`src/rtl/fault_status_pkg.sv`:
```
package fault_status_pkg;

  localparam int NUM_CH = 8;

  // filter channel order inside the block
  localparam int CH_OV   = 0;
  localparam int CH_UV   = 1;
  localparam int CH_BO   = 2;
  localparam int CH_OC   = 3;
  localparam int CH_SEAT = 4;
  localparam int CH_INR  = 5;
  localparam int CH_FH   = 6;
  localparam int CH_FL   = 7;

  // status word bit positions (decoded by downstream reporting logic)
  localparam int ST_OV   = 0;
  localparam int ST_UV   = 1;
  localparam int ST_SEAT = 2;
  localparam int ST_INR  = 3;
  localparam int ST_FUSE = 4;
  localparam int ST_BO   = 5;
  localparam int ST_OC   = 6;
  localparam int ST_ANY  = 7;
  localparam int ST_W    = 8;

  // reset value of the filtered flags: fault everywhere except warnings
  localparam logic [NUM_CH-1:0] CH_RST_VAL = 8'b1111_0011;
  localparam logic [ST_W-1:0]   ST_RST_VAL = 8'h9F;

  function automatic int max_int(input int a, input int b);
    return (a > b) ? a : b;
  endfunction

endpackage

```
`src/rtl/fault_sync.sv`:
```
module fault_sync #(
  parameter int              W       = 8,
  parameter int              STAGES  = 2,
  parameter logic [W-1:0]    RST_VAL = '0
) (
  input  logic         clk,
  input  logic         rst,
  input  logic [W-1:0] d,
  output logic [W-1:0] q
);

  logic [W-1:0] stg [STAGES];

  for (genvar s = 0; s < STAGES; s++) begin : g_stage
    if (s == 0) begin : g_first
      always_ff @(posedge clk) begin
        if (rst) stg[0] <= RST_VAL;
        else     stg[0] <= d;
      end
    end else begin : g_next
      always_ff @(posedge clk) begin
        if (rst) stg[s] <= RST_VAL;
        else     stg[s] <= stg[s-1];
      end
    end
  end

  assign q = stg[STAGES-1];

endmodule

```
`src/rtl/fault_filter.sv`:
```
module fault_filter #(
  parameter int   SET_TICKS = 25000,
  parameter int   CLR_TICKS = 25000,
  parameter logic RST_VAL   = 1'b1
) (
  input  logic clk,
  input  logic rst,
  input  logic tick,
  input  logic din,
  output logic flag_o
);

  localparam int MAX_TICKS = (SET_TICKS > CLR_TICKS) ? SET_TICKS : CLR_TICKS;
  localparam int CW        = $clog2(MAX_TICKS + 1);
  localparam logic [CW-1:0] SET_LAST = CW'(SET_TICKS - 1);
  localparam logic [CW-1:0] CLR_LAST = CW'(CLR_TICKS - 1);

  logic          flag_q;
  logic [CW-1:0] cnt_q;
  logic [CW-1:0] last;

  // moving away from fault uses the clear time, towards fault the set time
  assign last = flag_q ? CLR_LAST : SET_LAST;

  always_ff @(posedge clk) begin
    if (rst) begin
      flag_q <= RST_VAL;
      cnt_q  <= '0;
    end else if (din == flag_q) begin
      cnt_q  <= '0;
    end else if (tick) begin
      if (cnt_q == last) begin
        flag_q <= din;
        cnt_q  <= '0;
      end else begin
        cnt_q  <= cnt_q + 1'b1;
      end
    end
  end

  assign flag_o = flag_q;

endmodule

```
`src/rtl/fault_status_pack.sv`:
```
module fault_status_pack
  import fault_status_pkg::*;
(
  input  logic              clk,
  input  logic              rst,
  input  logic [NUM_CH-1:0] flags,
  output logic [ST_W-1:0]   status_o
);

  logic [ST_W-1:0] st_d;
  logic [ST_W-1:0] st_q;

  always_comb begin
    st_d          = '0;
    st_d[ST_OV]   = flags[CH_OV];
    st_d[ST_UV]   = flags[CH_UV];
    st_d[ST_SEAT] = flags[CH_SEAT];
    st_d[ST_INR]  = flags[CH_INR];
    st_d[ST_FUSE] = flags[CH_FH] | flags[CH_FL];
    st_d[ST_BO]   = flags[CH_BO];
    st_d[ST_OC]   = flags[CH_OC];
    st_d[ST_ANY]  = |st_d[ST_ANY-1:0];
  end

  always_ff @(posedge clk) begin
    if (rst) st_q <= ST_RST_VAL;
    else     st_q <= st_d;
  end

  assign status_o = st_q;

endmodule

```
`src/rtl/fault_status_agg.sv`:
```
module fault_status_agg
  import fault_status_pkg::*;
#(
  parameter int SYNC_STAGES    = 2,
  parameter int OV_TICKS       = 25000,
  parameter int UV_SET_TICKS   = 25,
  parameter int UV_CLR_TICKS   = 25000,
  parameter int BO_SET_TICKS   = 25,
  parameter int BO_CLR_TICKS   = 25000,
  parameter int OC_TICKS       = 25000,
  parameter int SEAT_SET_TICKS = 1250,
  parameter int SEAT_CLR_TICKS = 6250,
  parameter int INR_TICKS      = 100000,
  parameter int FUSE_TICKS     = 25000
) (
  input  logic       clk,
  input  logic       rst,
  input  logic       tick,
  input  logic       ov_raw,
  input  logic       uv_raw,
  input  logic       brownout_raw,
  input  logic       oc_raw,
  input  logic       seat_ok_raw,
  input  logic       inrush_done_raw,
  input  logic       fuse_hi_open_raw,
  input  logic       fuse_lo_open_raw,
  output logic [7:0] status_o,
  output logic       ov_o,
  output logic       uv_o,
  output logic       brownout_o,
  output logic       oc_o,
  output logic       seat_bad_o,
  output logic       inrush_pend_o,
  output logic       fuse_hi_open_o,
  output logic       fuse_lo_open_o
);

  localparam int SET_T [NUM_CH] = '{OV_TICKS, UV_SET_TICKS, BO_SET_TICKS, OC_TICKS,
                                    SEAT_SET_TICKS, INR_TICKS, FUSE_TICKS, FUSE_TICKS};
  localparam int CLR_T [NUM_CH] = '{OV_TICKS, UV_CLR_TICKS, BO_CLR_TICKS, OC_TICKS,
                                    SEAT_CLR_TICKS, INR_TICKS, FUSE_TICKS, FUSE_TICKS};

  logic [NUM_CH-1:0] raw_flt;
  logic [NUM_CH-1:0] sync_q;
  logic [NUM_CH-1:0] flt_q;

  // bring every input into fault-high polarity
  always_comb begin
    raw_flt          = '0;
    raw_flt[CH_OV]   = ov_raw;
    raw_flt[CH_UV]   = uv_raw;
    raw_flt[CH_BO]   = brownout_raw;
    raw_flt[CH_OC]   = oc_raw;
    raw_flt[CH_SEAT] = ~seat_ok_raw;
    raw_flt[CH_INR]  = ~inrush_done_raw;
    raw_flt[CH_FH]   = fuse_hi_open_raw;
    raw_flt[CH_FL]   = fuse_lo_open_raw;
  end

  fault_sync #(
    .W       (NUM_CH),
    .STAGES  (SYNC_STAGES),
    .RST_VAL (CH_RST_VAL)
  ) u_sync (
    .clk (clk),
    .rst (rst),
    .d   (raw_flt),
    .q   (sync_q)
  );

  for (genvar c = 0; c < NUM_CH; c++) begin : g_ch
    fault_filter #(
      .SET_TICKS (SET_T[c]),
      .CLR_TICKS (CLR_T[c]),
      .RST_VAL   (CH_RST_VAL[c])
    ) u_filt (
      .clk    (clk),
      .rst    (rst),
      .tick   (tick),
      .din    (sync_q[c]),
      .flag_o (flt_q[c])
    );
  end

  fault_status_pack u_pack (
    .clk      (clk),
    .rst      (rst),
    .flags    (flt_q),
    .status_o (status_o)
  );

  assign ov_o           = flt_q[CH_OV];
  assign uv_o           = flt_q[CH_UV];
  assign brownout_o     = flt_q[CH_BO];
  assign oc_o           = flt_q[CH_OC];
  assign seat_bad_o     = flt_q[CH_SEAT];
  assign inrush_pend_o  = flt_q[CH_INR];
  assign fuse_hi_open_o = flt_q[CH_FH];
  assign fuse_lo_open_o = flt_q[CH_FL];

endmodule

```
`config.mk`:
```
export PLATFORM = sky130hd
export DESIGN_NAME = fault_status_agg
export DESIGN_NICKNAME = d
export VERILOG_FILES = /design/src/rtl/fault_status_pkg.sv /design/src/rtl/fault_sync.sv /design/src/rtl/fault_filter.sv /design/src/rtl/fault_status_pack.sv /design/src/rtl/fault_status_agg.sv
export SDC_FILE = /design/constraint.sdc
export NUM_CORES = 1
export LEC_CHECK = 0
export ABC_AREA = 1
export CAP_MARGIN = 10
export CORE_ASPECT_RATIO = 0.6
export CORE_MARGIN = 10
export CORE_UTILIZATION = 25
export DETAILED_ROUTE_END_ITERATION = 16
export PLACE_DENSITY_LB_ADDON = 0.08
export SYNTH_ARGS = -nofsm -noshare
export SYNTH_HDL_FRONTEND = slang
export SYNTH_SLANG_ARGS = --single-unit
export TNS_END_PERCENT = 10
```
`constraint.sdc`:
```
create_clock -name clk -period 1.2 [get_ports clk]
set_input_delay 0.24 -clock clk [delete_from_list [all_inputs] [get_ports clk]]
set_output_delay 0.24 -clock clk [all_outputs]
set_load 0.02 [all_outputs]
```
# After elaboration in Yosys (flattened, before gate mapping)
# Memories as Yosys holds them, arrays and structs flattened.
# Cells that the tools add are included.
[word_totals]
reg_bits = 136
latchBits = 0
ramBits = 16
rom_bits = 0
input_bits = 11
output_inout_bits = 16
wordCells = 88
mem_count = 1
[mem_list]
columns = ["name", "words", "width", "read_ports", "rd_clocked_by_memory_dff", "wr", "line_no", "rtl"]
rows = [
  ["u_sync.stg", 2, 8, 2, 0, 2, "fault_sync.sv:12", "logic [W-1:0] stg [STAGES];"],
]
[op_classes]
addsub = 8
mul = 0
div = 0
magnitude_cmp = 0
eq_ne = 16
shifts = 0
mux = 16
bitwise = 13
n_reduce_logical = 17
[op_table]
columns = ["operator", "n"]
rows = [
  ["2-to-1 mux 15 bit", 8],
  ["adder 15 x 1 -> 15 bit, second input constant", 6],
  ["equality test 15 bit, second input constant", 4],
  ["equality test 15 bit", 2],
  ["2-to-1 mux 13 bit", 2],
  ["AND reduction 3 bit", 8],
  ["adder 17 x 1 -> 17 bit, second input constant", 1],
  ["equality test 17 bit, second input constant", 1],
  ["2-to-1 mux 17 bit", 1],
  ["2-to-1 mux 8 bit", 2],
  ["OR reduction 2 bit", 8],
  ["adder 13 x 1 -> 13 bit, second input constant", 1],
  ["equality test 13 bit", 1],
  ["inverter 1 bit", 10],
  ["equality test 1 bit", 8],
  ["OR reduction 7 bit", 1],
  ["2-to-1 mux 1 bit", 3],
  ["bitwise OR 1 bit", 3],
]

# Depth between registers and ports, before layout
# Gate-level depths: netlist of run 1.
# An unclocked memory read counts as a cell.
[depth]
depth_word = 4
ltp_mapped = 9
mapped_depth_nobuf = 9

# Cells and area by module
# From an unflattened synthesis of run 1, not the netlist that was laid out.
[hier_totals]
hier_cells = 1205
area_unflattened_um2 = 8165.3
[modules_own_cells]
columns = ["module", "instances", "cells_per_inst", "area_per_inst_um2", "seq_area_each_um2"]
rows = [
  ["fault_filter (g_ch[0].u_filt ...)", 3, 138, 908.4, 320.3],
  ["fault_filter (g_ch[5].u_filt)", 1, 164, 1101.1, 360.3],
  ["fault_filter (g_ch[1].u_filt)", 1, 144, 949.7, 320.3],
  ["fault_filter (g_ch[2].u_filt)", 1, 143, 934.6, 320.3],
  ["fault_filter (g_ch[3].u_filt)", 1, 143, 893.4, 320.3],
  ["fault_filter (g_ch[4].u_filt)", 1, 120, 859.6, 280.3],
  ["fault_sync", 1, 50, 455.4, 320.3],
  ["fault_status_pack", 1, 25, 239.0, 160.2],
  ["fault_status_agg", 1, 2, 7.5, 0.0],
]

# Worst setup path before layout of run 1
# OpenSTA, ideal clock, no wires.
[synth_timing]
path_kind = "reg-to-reg"
from = "register g_ch[3].u_filt.cnt_q[0]"
to = "register g_ch[3].u_filt.cnt_q[7]"
setup_time_ns = 0.124
t_arrival_ns = 1.225
t_required_ns = 1.076
setup_slack_ns = -0.149
path_stages_with_launch = 9
path_buffers = 0
period_less_slack_ns = 1.349
path_cell_list = "dfxtp_1 -> ha_1 -> nand2_1 -> nor3_1 -> nand2_1 -> nor2_1 -> nor2_1 -> inv_1 -> nor3_1"
[synth_between]
elab_chain_len = 2
word_cells_on_any_way = 3
classes_between = "add/sub: 1; eq/ne: 1; mux: 1"
[synth_rtl]
columns = ["element", "line_no", "rtl"]
rows = [
  ["start: declaration", "fault_filter.sv:19", "logic [CW-1:0] cnt_q;"],
  ["start signal: assignment", "fault_filter.sv:36", "cnt_q <= cnt_q + 1'b1;"],
  ["adder 15 x 1 -> 15 bit / equality test 15 bit (equally long branches)", "fault_filter.sv:36, fault_filter.sv:32", ""],
  ["2-to-1 mux 15 bit *", "fault_filter.sv:32", "if (cnt_q == last) begin"],
]
# Mark *: on every way between the ends. The rest lies on a longest branch, timed or not.
# A chain may end at the register's enable or synchronous reset.

# Worst setup path after layout of run 1
[layout_timing]
from = "register g_ch[1].u_filt.cnt_q[1]"
to = "register g_ch[1].u_filt.flag_q"
[layout_between]
elab_chain_len = 2
[layout_rtl]
columns = ["element", "line_no", "rtl"]
rows = [
  ["start: declaration", "fault_filter.sv:19", ""],
  ["start signal: assignment", "fault_filter.sv:36", ""],
  ["equality test 15 bit", "fault_filter.sv:32", ""],
  ["AND reduction 3 bit (no source line)", "n/a", ""],
  ["end signal: assignment", "fault_filter.sv:33", "flag_q <= din;"],
  ["end: declaration", "fault_filter.sv:18", "logic flag_q;"],
]
# Every way passes these cells.

==> impl_metrics.tcl, run 1 <==
set metrics [dict create \
    drv_slew 0 \
    holdPathStages 2 \
    synth_common_cells "241 x nand2_1, 223 x nor2_1, 152 x dfxtp_1" \
    grt_pass1_wl_um 37200 \
    powerDensity_nw_per_um2 961 \
    setup_ws_ps -141 \
    grt_pass1_vias 7180 \
    synth-seq-area-share_pct 40.7 \
    first_iter_violations 491 \
    antenna_cells 0 \
    vias 7646 \
    die_area_um2 37400 \
    fin_skew_ps 10.1 \
    violations "setup timing" \
    yosys.area.top_type "dfxtp_1" \
    syn_to_final_growth_pct 57.3 \
    cp_data_arrival_time_ps 1660 \
    grt_overflow 0 \
    leakagePower_nw 4.80 \
    worstPathRequired_ps 1520 \
    core_area_um2 29100 \
    placementRows 48 \
    antenna_found_initial 0 \
    end_kind "flop" \
    critical_path_class "flop to flop" \
    dr.pass1.iters 5 \
    status "finished with violations" \
    gp_congestion 0.792 \
    reg2regPathDepth 8 \
    ir_worst_vdd_mv 0.959 \
    cts.clk_slew.worst_paths_ps 60 \
    crit_chain "buf_4, nor3_1, nand2_1, nand2_2, nand2_4, buf_4, nand2_1, nand3_1" \
    drive_gt1_share_pct 39.8 \
    clockBufferDepth 2 \
    setup_viol 105 \
    p_total_w 0.0113 \
    setup_tns_ps -5090 \
    final_nets 1437 \
    synthTopCellsByArea "dfxtp_1 41%, nand2_1 12%, nor2_1 11%, inv_1 7.2%, nand3_1 5.9%" \
    initial_core_util_pct 25.7 \
    antenna_left 0 \
    htree_num_levels 4 \
    synth_most_common_cell "nand2_1" \
    synth-async-reset-ratio_pct 0 \
    fin_crit_ps 1340 \
    io_pins 27 \
    wl_per_cell_um 12.5 \
    synth_ff_type "dfxtp_1" \
    avgViaCountPerCell 4.18 \
    start_kind "flop" \
    worst-slew-pin-transition_ps 282 \
    synth_top_cell_area_share_pct 40.7 \
    cts-root-buf "clkbuf_16" \
    grt_usage_pct 12.3 \
    synth_cells 1111 \
    drcViolationCount 0 \
    synth_nets 1131 \
    finalCritPeriodShare_pct 112 \
    cp_max_fo 4 \
    cp_slowest_stage_delay_ps 370 \
    clk_latency_ps 440 \
    routed_wl_um 22900 \
    cts_buffers 17 \
    hold_path.class "input pin to flop" \
    cp_slowest_cell "dfxtp_4" \
    synth_area_um2 7480 \
    dp_hpwl_um 17300 \
    die_w_um 243 \
    hold_violations 0 \
    relSlewSlack_pct 81.1 \
    synth_edf_count 0 \
    max_freq_ghz 0.746 \
    die_y_um 154 \
    cts_num_sinks 152 \
    cts_tree "yes" \
    synth_cell_types 40 \
    grt_max_degree 37 \
    ys_ff_latch 152 \
    numPortBuffers 26 \
    maxCapViolCount 0 \
    rsz0062_at_grt "true" \
    ys_warn_count 0 \
    synth_area_per_cell_um2 6.73 \
]
[layout by cell type, fill, tap and decap left out, drive strengths merged, types with 26 or more instances in the layout]
cell   Yosys  routed
o21ai     26      26
inv      150     149
nor2     234     234
a21oi     31      31
dfxtp    152     152
nand3     89      89
nand2    247     248
buf       10     290
nand4     33      33
nor3      52      52
[per-layer routing]
layer	track usage [%]	part of all wire [%]
met1	18.7	58
met2	16.5	38
met3	3.25	3.5
met4	2.40	0.50
met5	0	0
[flip-flops by register name, summed over array words and instances (netlist names)]
register / cells
g_ch.u_filt.cnt_q: 120
u_pack.status_o: 8
g_ch.u_filt.flag_o: 8
u_sync.stg: 16
[what timing repair did]
item                       4_1_cts  5_1_grt
hold buffers                     0        0
pin swaps                       40       25
setup endpoints to repair      136      137
setup buffers                    6       10
resized for setup              227       93
gates cloned                     0        1
[stage by stage]
| step | util [%] | instances | area [µm²] | setup slack, ps | hold WS [ps] |
|---|---|---|---|---|---|
| floorplan | - | 1111 | 7560 | -49.7 | 310 |
| global placement | 35.1 | 1781 | 10200 | -458 | 396 |
| detailed placement | 35.1 | 1781 | 10200 | -503 | 399 |
| CTS | 39.1 | 1818 | 11400 | -131 | 269 |
| global route | 40.4 | 1829 | 11800 | -218 | 263 |
| finish | 40.4 | 1829 | 11800 | -141 | 294 |
[final timing paths]
path / to / startpoint / slack, ps
max: g_ch[1].u_filt.flag_o$_SDFFE_PP1P_ / g_ch[1].u_filt.cnt_q[1]$_SDFFE_PP0P_ / -140
min: u_sync.stg[0][5]$_SDFF_PP1_ / inrush_done_raw / 290
max reg2reg: g_ch[1].u_filt.flag_o$_SDFFE_PP1P_ / g_ch[1].u_filt.cnt_q[1]$_SDFFE_PP0P_ / -140
min reg2reg: u_sync.stg[1][2]$_SDFF_PP0_ / u_sync.stg[0][2]$_SDFF_PP0_ / 410
[report_power, final]
group          internal (W)  leakage (nW)  switching [W]
Sequential          0.00505          1.25      0.0000220
Combinational      0.000170          3.25       0.000211
Clock               0.00361         0.301        0.00224
Total               0.00883          4.80        0.00247
[worst max-delay path: cells and delay by family (launching register included)]
kind | cells | cell delay, ps
DFF | 1 | 370
and+or+nand+nor | 6 | 580
buffers and inverters | 2 | 290
[area by class of cell]
type,instances,area [µm²]
multi-input combinational,797,4540
sequential,152,3140
tap,400,500
fill,3011,17400
clock inverter,6,110
clock buffer,25,517
inverter,150,577
timing repair buffer,299,2370
[logic make-up (layout without fill, tap and decap cells)]
group           Yosys count  count (layout)  synth area share (%)
buf+inv                 163             480                  8.67
compound gates           68              68                  4.94
fa+ha+maj                 9               9                  1.51
xor+xnor                 23              23                  2.69
flops                   152             152                  40.7
simple gates            695             696                  41.4
mux                       1               1                 0.134
Note: power is estimated with default switching activity, not from simulation.
==> run 2, diff against run 1 <==
CORE_MARGIN = 3   (was 10)
REMOVE_ABC_BUFFERS = 1   (was unset)
==> run 2 against run 1 <==
Via count increased by 1.9%. Clock skew decreased by 2.7 ps. The flow still finishes with violations (setup timing). Largest cell class unchanged. Register-to-register slack improved by 20 ps. Final area increased by 2.6%. Highest routed layer unchanged.
==> impl_metrics.tcl, run 2 (synthesis gave the netlist of run 1 again) <==
set metrics [dict create \
    finalCritPeriodShare_pct 110 \
    core_area_um2 29100 \
    initial_core_util_pct 25.7 \
    utilization_pct 41.5 \
    fin_skew_ps 7.38 \
    layout_commonest_cell "buf_4" \
    final_cell_count_no_fill 1853 \
    powerDensity_nw_per_um2 930 \
    cp_slowest_cell "dfxtp_2" \
    crit_buf_inv 3 \
    maxCapViolCount 0 \
    clk_latency_ps 440 \
    worstPathRequired_ps 1520 \
    cts_tree "yes" \
    cp_slowest_stage_delay_ps 350 \
    grt_max_degree 18 \
    die_y_um 140 \
    layout_common_cells "282 x buf_4, 205 x nand2_1, 167 x nor2_1, 126 x inv_1, 104 x dfxtp_1" \
    grt_overflow 0 \
    place_area_um2 10300 \
    dp.cells 1812 \
    reg2regPathDepth 9 \
    antenna_left 0 \
    end_kind "flop" \
    fin_crit_ps 1320 \
    crit_chain "buf_4, nand3_2, inv_1, nand3_1, nand2_2, nand2_2, buf_4, nand2_1, nand3_1" \
    cts.clk_slew.worst_paths_ps 60 \
    violations "setup timing" \
    setup_ws_ps -124 \
    r2r_end "g_ch[1].u_filt.flag_o$_SDFFE_PP1P_" \
    cp_data_arrival_time_ps 1650 \
    final_nets 1460 \
    hold_violations 0 \
    rsz0062_at_grt "true" \
    die_w_um 229 \
    cts_buffers 17 \
    max_freq_ghz 0.756 \
    vias 7790 \
    worst-slew-pin-transition_ps 355 \
    dp_hpwl_um 17600 \
    largest_reg_flops 120 \
    start_kind "flop" \
    cts-root-buf "clkbuf_16" \
    wl_per_cell_um 12.5 \
    drcViolationCount 0 \
    dr.pass1.iters 5 \
    cp_top_family "simple AND/OR/NAND/NOR gates" \
    grt_pass1_vias 7205 \
    syn_to_final_growth_pct 61.4 \
    antenna_cells 0 \
    setup_tns_ps -5140 \
    top_register "g_ch.u_filt.cnt_q" \
    setup_viol 98 \
    path_depth 9 \
    grt_usage_pct 14.7 \
    die_area_um2 32100 \
    first_iter_violations 423 \
    antenna_found_initial 0 \
    placementRows 48 \
    final_area_um2 12100 \
    io_pins 27 \
    relSlewSlack_pct 76.3 \
    drive_gt1_share_pct 42.9 \
    cp_max_fo 4 \
    routed_wl_um 23200 \
    ir_worst_vdd_mv 0.776 \
    avgViaCountPerCell 4.20 \
    numPortBuffers 26 \
    cts_num_sinks 152 \
    htree_num_levels 4 \
    drv_slew 0 \
    cts_hold_buf 0 \
    gp_congestion 0.819 \
    critical_path_class "flop to flop" \
    dpl_worst_slack_ps -540 \
    min_from "tick" \
    status "finished with violations" \
    clockBufferDepth 2 \
    holdPathStages 5 \
    largest_registers "g_ch.u_filt.cnt_q: 120 flops, u_sync.stg: 16 flops" \
    timing.rr.start "g_ch[1].u_filt.cnt_q[1]$_SDFFE_PP0P_" \
    leakagePower_nw 4.96 \
    min_to "g_ch[4].u_filt.cnt_q[1]$_SDFFE_PP0P_" \
    reg2reg_slack_ps -120 \
    grt_pass1_wl_um 37500 \
    hold_path.class "input pin to flop" \
]
==> run 2: changes by cell type in the layout (fill, tap and decap cells not counted), moves of 4 or more <==
cell,change
nand2_1,-4
nor2_1,-11
nor2_2,+11
o21ai_1,+4
buf_6,+8
nand3_1,-7
buf_4,+20
nand3_2,+8
nor3_1,-4
==> run 2: stage by stage <==
step / total power [W] / hold WS [ps]
after floorplan: 0.00533 / 310
after CTS: 0.0114 / 256
final: 0.0112 / 289
after detailed placement: 0.00559 / 398
after global routing: 0.0117 / 293
after global placement: 0.00560 / 396
==> run 2: layout make-up <==
class | count | area [µm²]
timing repair buffer | 323 | 2560
fill | 2999 | 17000
multi-input combinational | 796 | 4670
tap | 400 | 500
clock buffer | 21 | 470
inverter | 150 | 578
clock inverter | 11 | 146
sequential | 152 | 3140
==> run 2: repair_timing <==
| item | 4_1_cts | 5_1_grt |
|---|---|---|
| endpoints found under the setup margin | 141 | 135 |
| resized for setup | 213 | 200 |
| hold endpoints to repair | 0 | 0 |
| buffers inserted | 3 | 7 |
| pin swaps | 23 | 58 |
==> run 2: routing by layer <==
layer | track usage [%] | wire, µm | vias to the layer above
met3 | 3.11 | 733 | 17
met5 | 0 | 0 | -
met4 | 4.48 | 271 | 0
li1 | - | - | 4206
met1 | 23.5 | 13600 | 3481
met2 | 19.1 | 8640 | 86
==> run 2: worst max-delay path by stage <==
stage	start	end
final	g_ch[1].u_filt.cnt_q[1]$_SDFFE_PP0P_	g_ch[1].u_filt.flag_o$_SDFFE_PP1P_
after global routing	g_ch[6].u_filt.cnt_q[1]$_SDFFE_PP0P_	g_ch[6].u_filt.cnt_q[12]$_SDFFE_PP0P_
after CTS	g_ch[3].u_filt.cnt_q[1]$_SDFFE_PP0P_	g_ch[3].u_filt.cnt_q[8]$_SDFFE_PP0P_
after detailed placement	rst	g_ch[2].u_filt.cnt_q[9]$_SDFFE_PP0P_
after global placement	rst	g_ch[6].u_filt.cnt_q[13]$_SDFFE_PP0P_
after floorplan	tick	g_ch[3].u_filt.cnt_q[1]$_SDFFE_PP0P_
==> run 2: where the power goes <==
group	internal (W)	leakage, nW	total, W	switching (W)
clock	0.00343	0.287	0.00573	0.00230
sequential	0.00505	1.25	0.00507	0.0000203
combinational	0.000196	3.42	0.000426	0.000230
==> run 2: worst min-delay path: cells and delay by family <==
kind	cells	cell delay, ps
compound gates	1	60
buf+inv	2	300
simple gates	2	80
